<file path="src/rtl/irq_ctrl_pkg.sv">
package irq_ctrl_pkg;
  localparam int ADDR_W   = 4;
  localparam int DATA_W   = 32;
  localparam int FAST_W   = 1;
  localparam int GEN_W    = 32;

  // bank bases (word addresses)
  localparam int FAST_BASE = 0;
  localparam int GEN_BASE  = 8;

  // offsets inside a bank
  localparam int OFF_RAW  = 0;
  localparam int OFF_MSK  = 1;
  localparam int OFF_ESET = 2;
  localparam int OFF_ECLR = 3;
  localparam int OFF_SSET = 4;
  localparam int OFF_SCLR = 5;

  // general source map
  localparam int GEN_BIT_MIRROR = 0;
  localparam int GEN_BIT_SOFT   = 1;
  localparam int GEN_BIT_COM_RX = 2;
  localparam int GEN_BIT_COM_TX = 3;
  localparam int GEN_BIT_TMR1   = 4;
  localparam int GEN_BIT_TMR2   = 5;
endpackage

</file>
<file path="src/rtl/irq_bank.sv">
module irq_bank
  import irq_ctrl_pkg::*;
#(
  parameter int W        = 32,
  parameter int AW       = 4,
  parameter int BASE     = 8,
  parameter bit HAS_SOFT = 1'b1,
  parameter int SOFT_BIT = 1
) (
  input  logic          clk_i,
  input  logic          rst_ni,
  input  logic [W-1:0]  src_i,
  input  logic          we_i,
  input  logic [AW-1:0] addr_i,
  input  logic [W-1:0]  wdata_i,
  output logic          rd_hit_o,
  output logic [W-1:0]  rd_data_o,
  output logic          irq_o
);
  localparam logic [AW-1:0] A_RAW  = AW'(BASE + OFF_RAW);
  localparam logic [AW-1:0] A_MSK  = AW'(BASE + OFF_MSK);
  localparam logic [AW-1:0] A_ESET = AW'(BASE + OFF_ESET);
  localparam logic [AW-1:0] A_ECLR = AW'(BASE + OFF_ECLR);
  localparam logic [AW-1:0] A_SSET = AW'(BASE + OFF_SSET);
  localparam logic [AW-1:0] A_SCLR = AW'(BASE + OFF_SCLR);

  logic [W-1:0] en_q;
  logic [W-1:0] raw;
  logic [W-1:0] masked;
  logic [W-1:0] soft_vec;
  logic         soft_q;
  logic         irq_q;

  // enable mask: separate set and clear addresses
  always_ff @(posedge clk_i or negedge rst_ni) begin
    if (!rst_ni) begin
      en_q <= '0;
    end else if (we_i && addr_i == A_ESET) begin
      en_q <= en_q | wdata_i;
    end else if (we_i && addr_i == A_ECLR) begin
      en_q <= en_q & ~wdata_i;
    end
  end

  generate
    if (HAS_SOFT) begin : g_soft
      always_ff @(posedge clk_i or negedge rst_ni) begin
        if (!rst_ni) begin
          soft_q <= 1'b0;
        end else if (we_i && addr_i == A_SSET && wdata_i[SOFT_BIT]) begin
          soft_q <= 1'b1;
        end else if (we_i && addr_i == A_SCLR && wdata_i[SOFT_BIT]) begin
          soft_q <= 1'b0;
        end
      end

      p_soft_set_r8: assert property (@(posedge clk_i) disable iff (!rst_ni)
        (we_i && addr_i == A_SSET && wdata_i[SOFT_BIT]) |=> soft_q);
      p_soft_clr_r8: assert property (@(posedge clk_i) disable iff (!rst_ni)
        (we_i && addr_i == A_SCLR && wdata_i[SOFT_BIT]) |=> !soft_q);
    end else begin : g_nosoft
      assign soft_q = 1'b0;
    end
  endgenerate

  // raw view: live levels, soft bit replaces its input
  always_comb begin
    raw = src_i;
    if (HAS_SOFT) raw[SOFT_BIT] = soft_q;
  end

  assign masked = raw & en_q;

  always_comb begin
    soft_vec = '0;
    soft_vec[SOFT_BIT] = soft_q;
  end

  always_comb begin
    rd_hit_o  = 1'b1;
    rd_data_o = '0;
    if (addr_i == A_RAW)                   rd_data_o = raw;
    else if (addr_i == A_MSK)              rd_data_o = masked;
    else if (addr_i == A_ESET)             rd_data_o = en_q;
    else if (addr_i == A_ECLR)             rd_data_o = '0;
    else if (HAS_SOFT && addr_i == A_SSET) rd_data_o = soft_vec;
    else if (HAS_SOFT && addr_i == A_SCLR) rd_data_o = '0;
    else                                   rd_hit_o  = 1'b0;
  end

  always_ff @(posedge clk_i or negedge rst_ni) begin
    if (!rst_ni) irq_q <= 1'b0;
    else         irq_q <= |masked;
  end

  assign irq_o = irq_q;

  p_en_set_r4: assert property (@(posedge clk_i) disable iff (!rst_ni)
    (we_i && addr_i == A_ESET) |=> ((en_q & $past(wdata_i)) == $past(wdata_i)));
  p_en_clr_r5: assert property (@(posedge clk_i) disable iff (!rst_ni)
    (we_i && addr_i == A_ECLR) |=> ((en_q & $past(wdata_i)) == '0));
  p_ro_hold_r10: assert property (@(posedge clk_i) disable iff (!rst_ni)
    (we_i && (addr_i == A_RAW || addr_i == A_MSK)) |=> $stable(en_q));
  // R2 for the fast bank, R3 for the general bank
  p_out_lag_r3: assert property (@(posedge clk_i) disable iff (!rst_ni)
    1'b1 |=> (irq_o == $past(|(raw & en_q))));
endmodule

</file>
<file path="src/rtl/irq_rd_port.sv">
module irq_rd_port #(
  parameter int DW = 32,
  parameter int FW = 1,
  parameter int GW = 32
) (
  input  logic          clk_i,
  input  logic          rst_ni,
  input  logic          fast_hit_i,
  input  logic [FW-1:0] fast_data_i,
  input  logic          gen_hit_i,
  input  logic [GW-1:0] gen_data_i,
  output logic [DW-1:0] rdata_o
);
  logic [DW-1:0] rd_d;
  logic [DW-1:0] rd_q;

  always_comb begin
    rd_d = '0;
    if (fast_hit_i)     rd_d = DW'(fast_data_i);
    else if (gen_hit_i) rd_d = DW'(gen_data_i);
  end

  always_ff @(posedge clk_i or negedge rst_ni) begin
    if (!rst_ni) rd_q <= '0;
    else         rd_q <= rd_d;
  end

  assign rdata_o = rd_q;

  p_unused_zero_r10: assert property (@(posedge clk_i) disable iff (!rst_ni)
    (!fast_hit_i && !gen_hit_i) |=> (rdata_o == '0));
  p_no_double_hit_r11: assert property (@(posedge clk_i) disable iff (!rst_ni)
    !(fast_hit_i && gen_hit_i));
endmodule

</file>
<file path="src/rtl/irq_ctrl_top.sv">
module irq_ctrl_top
  import irq_ctrl_pkg::*;
(
  input  logic              clk_i,
  input  logic              rst_ni,
  input  logic [ADDR_W-1:0] addr_i,
  input  logic              we_i,
  input  logic [DATA_W-1:0] wdata_i,
  output logic [DATA_W-1:0] rdata_o,
  input  logic              fiq_src_i,
  input  logic [GEN_W-1:0]  irq_src_i,
  output logic              fiq_o,
  output logic              irq_o
);
  logic              fast_hit;
  logic [FAST_W-1:0] fast_rd;
  logic              gen_hit;
  logic [GEN_W-1:0]  gen_rd;

  irq_bank #(
    .W(FAST_W), .AW(ADDR_W), .BASE(FAST_BASE), .HAS_SOFT(1'b0), .SOFT_BIT(0)
  ) u_fast (
    .clk_i(clk_i), .rst_ni(rst_ni), .src_i(fiq_src_i), .we_i(we_i),
    .addr_i(addr_i), .wdata_i(wdata_i[FAST_W-1:0]),
    .rd_hit_o(fast_hit), .rd_data_o(fast_rd), .irq_o(fiq_o)
  );

  irq_bank #(
    .W(GEN_W), .AW(ADDR_W), .BASE(GEN_BASE), .HAS_SOFT(1'b1), .SOFT_BIT(GEN_BIT_SOFT)
  ) u_gen (
    .clk_i(clk_i), .rst_ni(rst_ni), .src_i(irq_src_i), .we_i(we_i),
    .addr_i(addr_i), .wdata_i(wdata_i[GEN_W-1:0]),
    .rd_hit_o(gen_hit), .rd_data_o(gen_rd), .irq_o(irq_o)
  );

  irq_rd_port #(.DW(DATA_W), .FW(FAST_W), .GW(GEN_W)) u_rd (
    .clk_i(clk_i), .rst_ni(rst_ni),
    .fast_hit_i(fast_hit), .fast_data_i(fast_rd),
    .gen_hit_i(gen_hit), .gen_data_i(gen_rd),
    .rdata_o(rdata_o)
  );
endmodule

</file>
<file path="config.mk">
export PLATFORM = sky130hd
export DESIGN_NAME = irq_ctrl_top
export DESIGN_NICKNAME = d
export VERILOG_FILES = /design/src/rtl/irq_ctrl_pkg.sv /design/src/rtl/irq_bank.sv /design/src/rtl/irq_rd_port.sv /design/src/rtl/irq_ctrl_top.sv
export SDC_FILE = /design/constraint.sdc
export NUM_CORES = 1
export LEC_CHECK = 0
export BUFFER_PORTS_ARGS = -buffer_cell sky130_fd_sc_hd__buf_2
export CAP_MARGIN = 40
export CORE_MARGIN = 5
export CORE_UTILIZATION = 38
export CTS_CLUSTER_SIZE = 12
export DETAILED_ROUTE_END_ITERATION = 10
export PLACE_DENSITY = 0.72
export SYNTH_ARGS = -nofsm -noshare
export SYNTH_HDL_FRONTEND = slang
export SYNTH_HIERARCHICAL = 1
export SYNTH_SLANG_ARGS = --single-unit
</file>
<file path="constraint.sdc">
create_clock -name clk_i -period 1.98 [get_ports clk_i]
set_input_delay 0.297 -clock clk_i [delete_from_list [all_inputs] [get_ports clk_i]]
set_output_delay 0.297 -clock clk_i [all_outputs]
set_load 0.01 [all_outputs]
</file>
Yosys cells after proc, flatten, opt, wreduce, memory -nomap -nowiden
Cells that the tools add are included.
- flip-flop bits (word level): 68
- input port bits: 72
- logic and storage cells: 62
- equal/unequal tests: 9
- muxes and demuxes: 26
- bitwise gates (word level): 8
- reduce and logical (&&, ||, !) cells: 13
- operators with widths (kind ; number):
    2-to-1 mux 32 bit ; 8
    AND 32 bit ; 2
    NOT 32 bit ; 1
    OR 32 bit ; 1
    OR reduction 32 bit ; 1
    == test 4 bit (second input constant) ; 6
    2-to-1 mux 1 bit ; 17
    == test 4 x 2 -> 1 bit (second input constant) ; 2
    logical AND 1 bit ; 8
    nonzero test 2 bit ; 3
    == test 4 x 1 -> 1 bit (second input constant) ; 1
    zero test 4 bit ; 1
    AND 1 bit ; 2
    2-to-1 mux 2 bit ; 1
    NOT 1 bit ; 1
    OR 1 bit ; 1

Logic depth before layout (Yosys ltp)
- depth after elaboration: 9
- gate-level depth with buffers: 7
- gate-level depth less buffers: 5

Modules after synthesis
Netlist, hierarchy kept.
- by module, submodules not included (module ; instances ; cells an instance ; area an instance (µm²) ; sequential area each (µm²)):
    irq_bank at u_gen ; 1 ; 280 ; 2257.2 ; 850.8
    irq_rd_port ; 1 ; 70 ; 1079.8 ; 800.8
    irq_bank at u_fast ; 1 ; 11 ; 107.6 ; 50.0

Least setup slack after synthesis
OpenSTA, ideal clock, no wires.
- kind: input to register
- from: input addr_i[1]
- to: register u_rd.rd_q[0] (netlist: u_rd/rdata_o[0])
- arrival time: 1.253 ns
- required time: 1.897 ns
- setup slack: 0.644 ns
- stages on the path: 7
- path buffers: 2
- cells stage by stage: buf_4 -> nor4b_4 -> buf_2 -> a31oi_1 -> nor2_1 -> nand2_1 -> o21ai_0
- elaborated cells on any way between the ends: 29
- those cells by class: eq/ne (9); mux (19); reduce/logical (1)
- RTL lines (what ; RTL line ; text):
    start, declared ; irq_ctrl_top.sv:6 ; input logic [ADDR_W-1:0] addr_i,
    == test 4 bit ; irq_bank.sv:85 ; else if (addr_i == A_ECLR) rd_data_o = '0;
    2-to-1 mux 32 bit ; irq_bank.sv:85 ;
    2-to-1 mux 32 bit ; irq_bank.sv:84 ; else if (addr_i == A_ESET) rd_data_o = en_q;
    2-to-1 mux 32 bit ; irq_bank.sv:83 ; else if (addr_i == A_MSK) rd_data_o = masked;
    2-to-1 mux 32 bit * ; irq_bank.sv:82 ; if (addr_i == A_RAW) rd_data_o = raw;
    named net gen_rd[0] ; irq_ctrl_top.sv:18 ; logic [GEN_W-1:0] gen_rd;
    2-to-1 mux 32 bit * ; irq_rd_port.sv:20 ; else if (gen_hit_i) rd_d = DW'(gen_data_i);
    2-to-1 mux 32 bit * ; irq_rd_port.sv:19 ; if (fast_hit_i) rd_d = DW'(fast_data_i);
    named net u_rd.rd_d[0] ; irq_rd_port.sv:14 ; logic [DW-1:0] rd_d;
    end signal, assigned ; irq_rd_port.sv:25 ; else rd_q <= rd_d;
    end, declared ; irq_rd_port.sv:15 ; logic [DW-1:0] rd_q;
Mark *: on every way through the listed nets, which the timed path passes. The rest lies on a longest branch.
A chain may end at the register's enable or synchronous reset.

==> results by group <==
Timing
  • Normalized max-slew margin: approximately three fifths
  • Slew @ Worst Pin: 0.595 ns
  • Peak Freq: 0.696 GHz
  • Min Tclk post-route: 1.44 ns
  • Final hold vios: 0
  • Max Slew Vio Count: 0
  • Worst setup margin: around 0.54 ns
  • TNS Setup: 0 ns
  • Hold WS: around 0.18 ns
  • Worst clock skew: slightly above 0.006 ns
  • RSZ-0062 raised after global routing: no
  • Period Utilization, post-route: between 70% and 80%
  • Setup violators final: 0

Synthesis
  • Most common cell in the synthesized netlist: dfrtp_1
  • Yosys top cell area share: between 40% and 50%
  • Post-Syn Area: about 3400 um^2
  • Post-synth EDFFs: 0
  • Sequential area share after synthesis: 49.4%
  • Syn_nets: approximately 430
  • Synth Flop Type: dfrtp_1
  • Post-synth cell types: 30
  • Post-synthesis register bit count: 68
  • Cell taking the most area after synthesis: dfrtp_1
  • Mapped Avg Cell Area: roughly 9.5 um^2
  • Top post-synthesis cells by area: dfrtp_1, mux2i_1, nor2_1
  • Fraction of registers with async set/reset: 100%
  • Synth Instances: about 360
  • Most frequent cells after synthesis: dfrtp_1, nor2_1, nand2_1
  • Yosys warns: 6

Setup path
  • Critical Path Fanout Max: 3
  • Worst Path Arrival: between 1.5 and 2 ns
  • CP Class: reg -> reg
  • Worst setup EP type: flop
  • Crit start category: flop
  • Worst-path cell chain: a22oi_1 > nand4_1 > or4_1
  • Critical Path Max Stage Delay: between 0.4 and 0.5 ns
  • Slowest-stage cell, CP: or4_1
  • WP data required: ~2.2 ns

Place
  • Detailed placement HPWL: about 6800 um
  • Final GP Congestion: about 0.85
  • Pre-CTS WS: a little over 0.3 ns
  • Placement Cell Area: around 4100 um^2
  • PortBufs: about 100

Finish
  • Area Overhead vs Synth: 23.6%
  • Filler instances: about 860
  • Layout Nets: roughly 540
  • Area of the multi-input gates: 1450 um^2
  • Final Cell Area: around 4300 um^2
  • Share of cells above drive strength 1: between 30 and 40%
  • Reg area: 1700 um^2

Global route
  • GR Util met1: a little over a fifth
  • GR Overflow Total: 0
  • Overall routing resource usage: ~17%
  • Met2 GRT Util: 26.9%
  • Initial antenna violation count: 1
  • Global-route wire length before repair: 15000 um
  • Vias in the first global route: ~3.0k
  • Pin count of the biggest net entering global routing: between 60 and 70
  • Global routing's busiest layer: met2
  • Global routing met3 resource utilization: just under 4%

Power
  • Share of power burned in registers: around half
  • Combinational Power Share: between 10% and 20%
  • Total power: 3.35 mW
  • Int Pwr: between 2 and 2.5 mW
  • VDD IR-drop max: ~300 uV
  • Sw power: 0.960 mW
  • Switching share of total power: 28.6%
  • Pleak: 2.39 nW
  • Clock Power Share: 31.3%
  • Pwr Density: ~800 nW/um^2

Run status
  • Outcome: completed

Floorplan
  • Die Ht: 105 um
  • Die W: 105 um
  • Core area: roughly 8800 um^2
  • DIE AREA: 11100 um^2
  • I/O pin count: around 110
  • Rows: 34
  • Starting density of the core: between 30% and 40%

Clocking
  • CTS buffer count: 9
  • CTS tree: yes
  • Post-CTS Setup Repair Bufs: 0
  • Root buffer cell: clkbuf_8
  • Latest clock arrival within the worst-skew pair: between 0.3 and 0.4 ns
  • CTS HTree Levels: 3
  • Clk slew on worst S/H paths: roughly 0.07 ns
  • Clk sink count: 68
  • Clock Tree Buf Depth: 2

Drt
  • DRT iter0 DRCs: between 200 and 250
  • Wirelength per Cell: approximately 16 um
  • Post-route ant nets: 0
  • Avg Vias per Cell: 4.93
  • Routed wire length: between 9000 and 10000 um
  • Drt first pass iters: 4
  • DRC errors left: 0
  • Via count: approximately 2.9k

Run
  • Max-cap violations: 0

Worst hold path
  • HP Class: in -> reg
[routing by layer]
layer	vias up	wire (um)
li1	1406	-
met1	1349	3970
met2	92	4550
met3	9	593
met4	0	121
met5	-	0
[path summary, 6_finish.rpt]
| check | startpoint | endpoint | slack [ns] | cells past startpoint |
|---|---|---|---|---|
| worst max-delay path | flop | u_gen/irq_o | 0.54 | 3 |
| worst min-delay path | wdata_i[30] | flop | 0.18 | 2 |
| worst max register to register | flop | u_gen/irq_o | 0.54 | 3 |
| worst min register to register | flop | u_fast/irq_o | 0.54 | 2 |
| max in group asynchronous | rst_ni | async pin | 1.16 | 3 |
| min in group asynchronous | rst_ni | async pin | 0.50 | 3 |
[layout make-up]
cell class              count  share of cell area (%)
clock buffers              15                    4.14
clock inverters             1                   0.118
inverters                  33                    2.91
diodes                      1                  0.0588
repair buffers            118                    15.6
multi-input cells         235                    34.0
well taps                 108                    3.17
flip-flops and latches     68                    40.0
[timing repair]
item,CTS,global route
setup endpoints to repair,0,0
hold buffers,1,0
gates resized for setup,0,0
hold endpoints to repair,68,0
[power groups by stage]
stage | logic, mW | clock network [mW] | registers (mW)
after floorplan | 0.360 | 0 | 1.70
after global placement | 0.568 | 0 | 1.73
after detailed placement | 0.589 | 0 | 1.74
after CTS | 0.592 | 1.08 | 1.71
after global routing | 0.666 | 1.14 | 1.74
final | 0.586 | 1.05 | 1.72
[cells in the final DEF, fill, tap and decap left out]
master,Yosys,final
clkinv_2,0,1
inv_1,33,33
o22ai_1,1,1
or4_1,1,1
and2_1,11,11
xor2_2,1,1
diode_2,0,1
nor2b_4,1,1
buf_12,0,3
nor2b_2,0,1
dfrtp_1,68,68
a211o_1,1,1
and4bb_1,1,1
a21oi_1,1,1
clkbuf_1,4,3
nor2_1,63,63
a21boi_1,1,1
o21ai_0,2,2
buf_2,9,104
nand2_1,34,34
and4b_1,1,1
nor4b_4,1,1
dlygate4sd3_1,0,1
a31oi_1,32,32
mux2i_1,33,33
a22oi_1,16,16
o31ai_1,1,1
buf_4,6,10
and2_2,21,21
clkbuf_8,0,12
a21boi_0,1,1
nand2b_1,2,2
nand4_1,7,7
nor2_2,1,1
[kinds of logic after synthesis]
group | synth area share (%)
AOI/OAI and AO/OA | 10.8
muxes | 9.59
xor gates and xnor gates | 0.472
DFF | 49.4
buffers and inverters | 8.61
and+or+nand+nor | 21.1
[critical path: cells and delay by family, from the launching register on]
| kind | cells | cell delay (ns) |
|---|---|---|
| AOI/OAI and AO/OA | 1 | 0.29 |
| and+or+nand+nor | 2 | 0.62 |
| DFF | 1 | 0.40 |
[metrics by stage]
| stage | cells | util [%] |
|---|---|---|
| after global routing | 579 | 48.6 |
| after CTS | 578 | 48.6 |
| after detailed placement | 561 | 46.4 |
| final | 579 | 48.6 |
| after global placement | 561 | 46.4 |
| after floorplan | 361 | - |
Note: power is estimated with default switching activity, not from simulation.
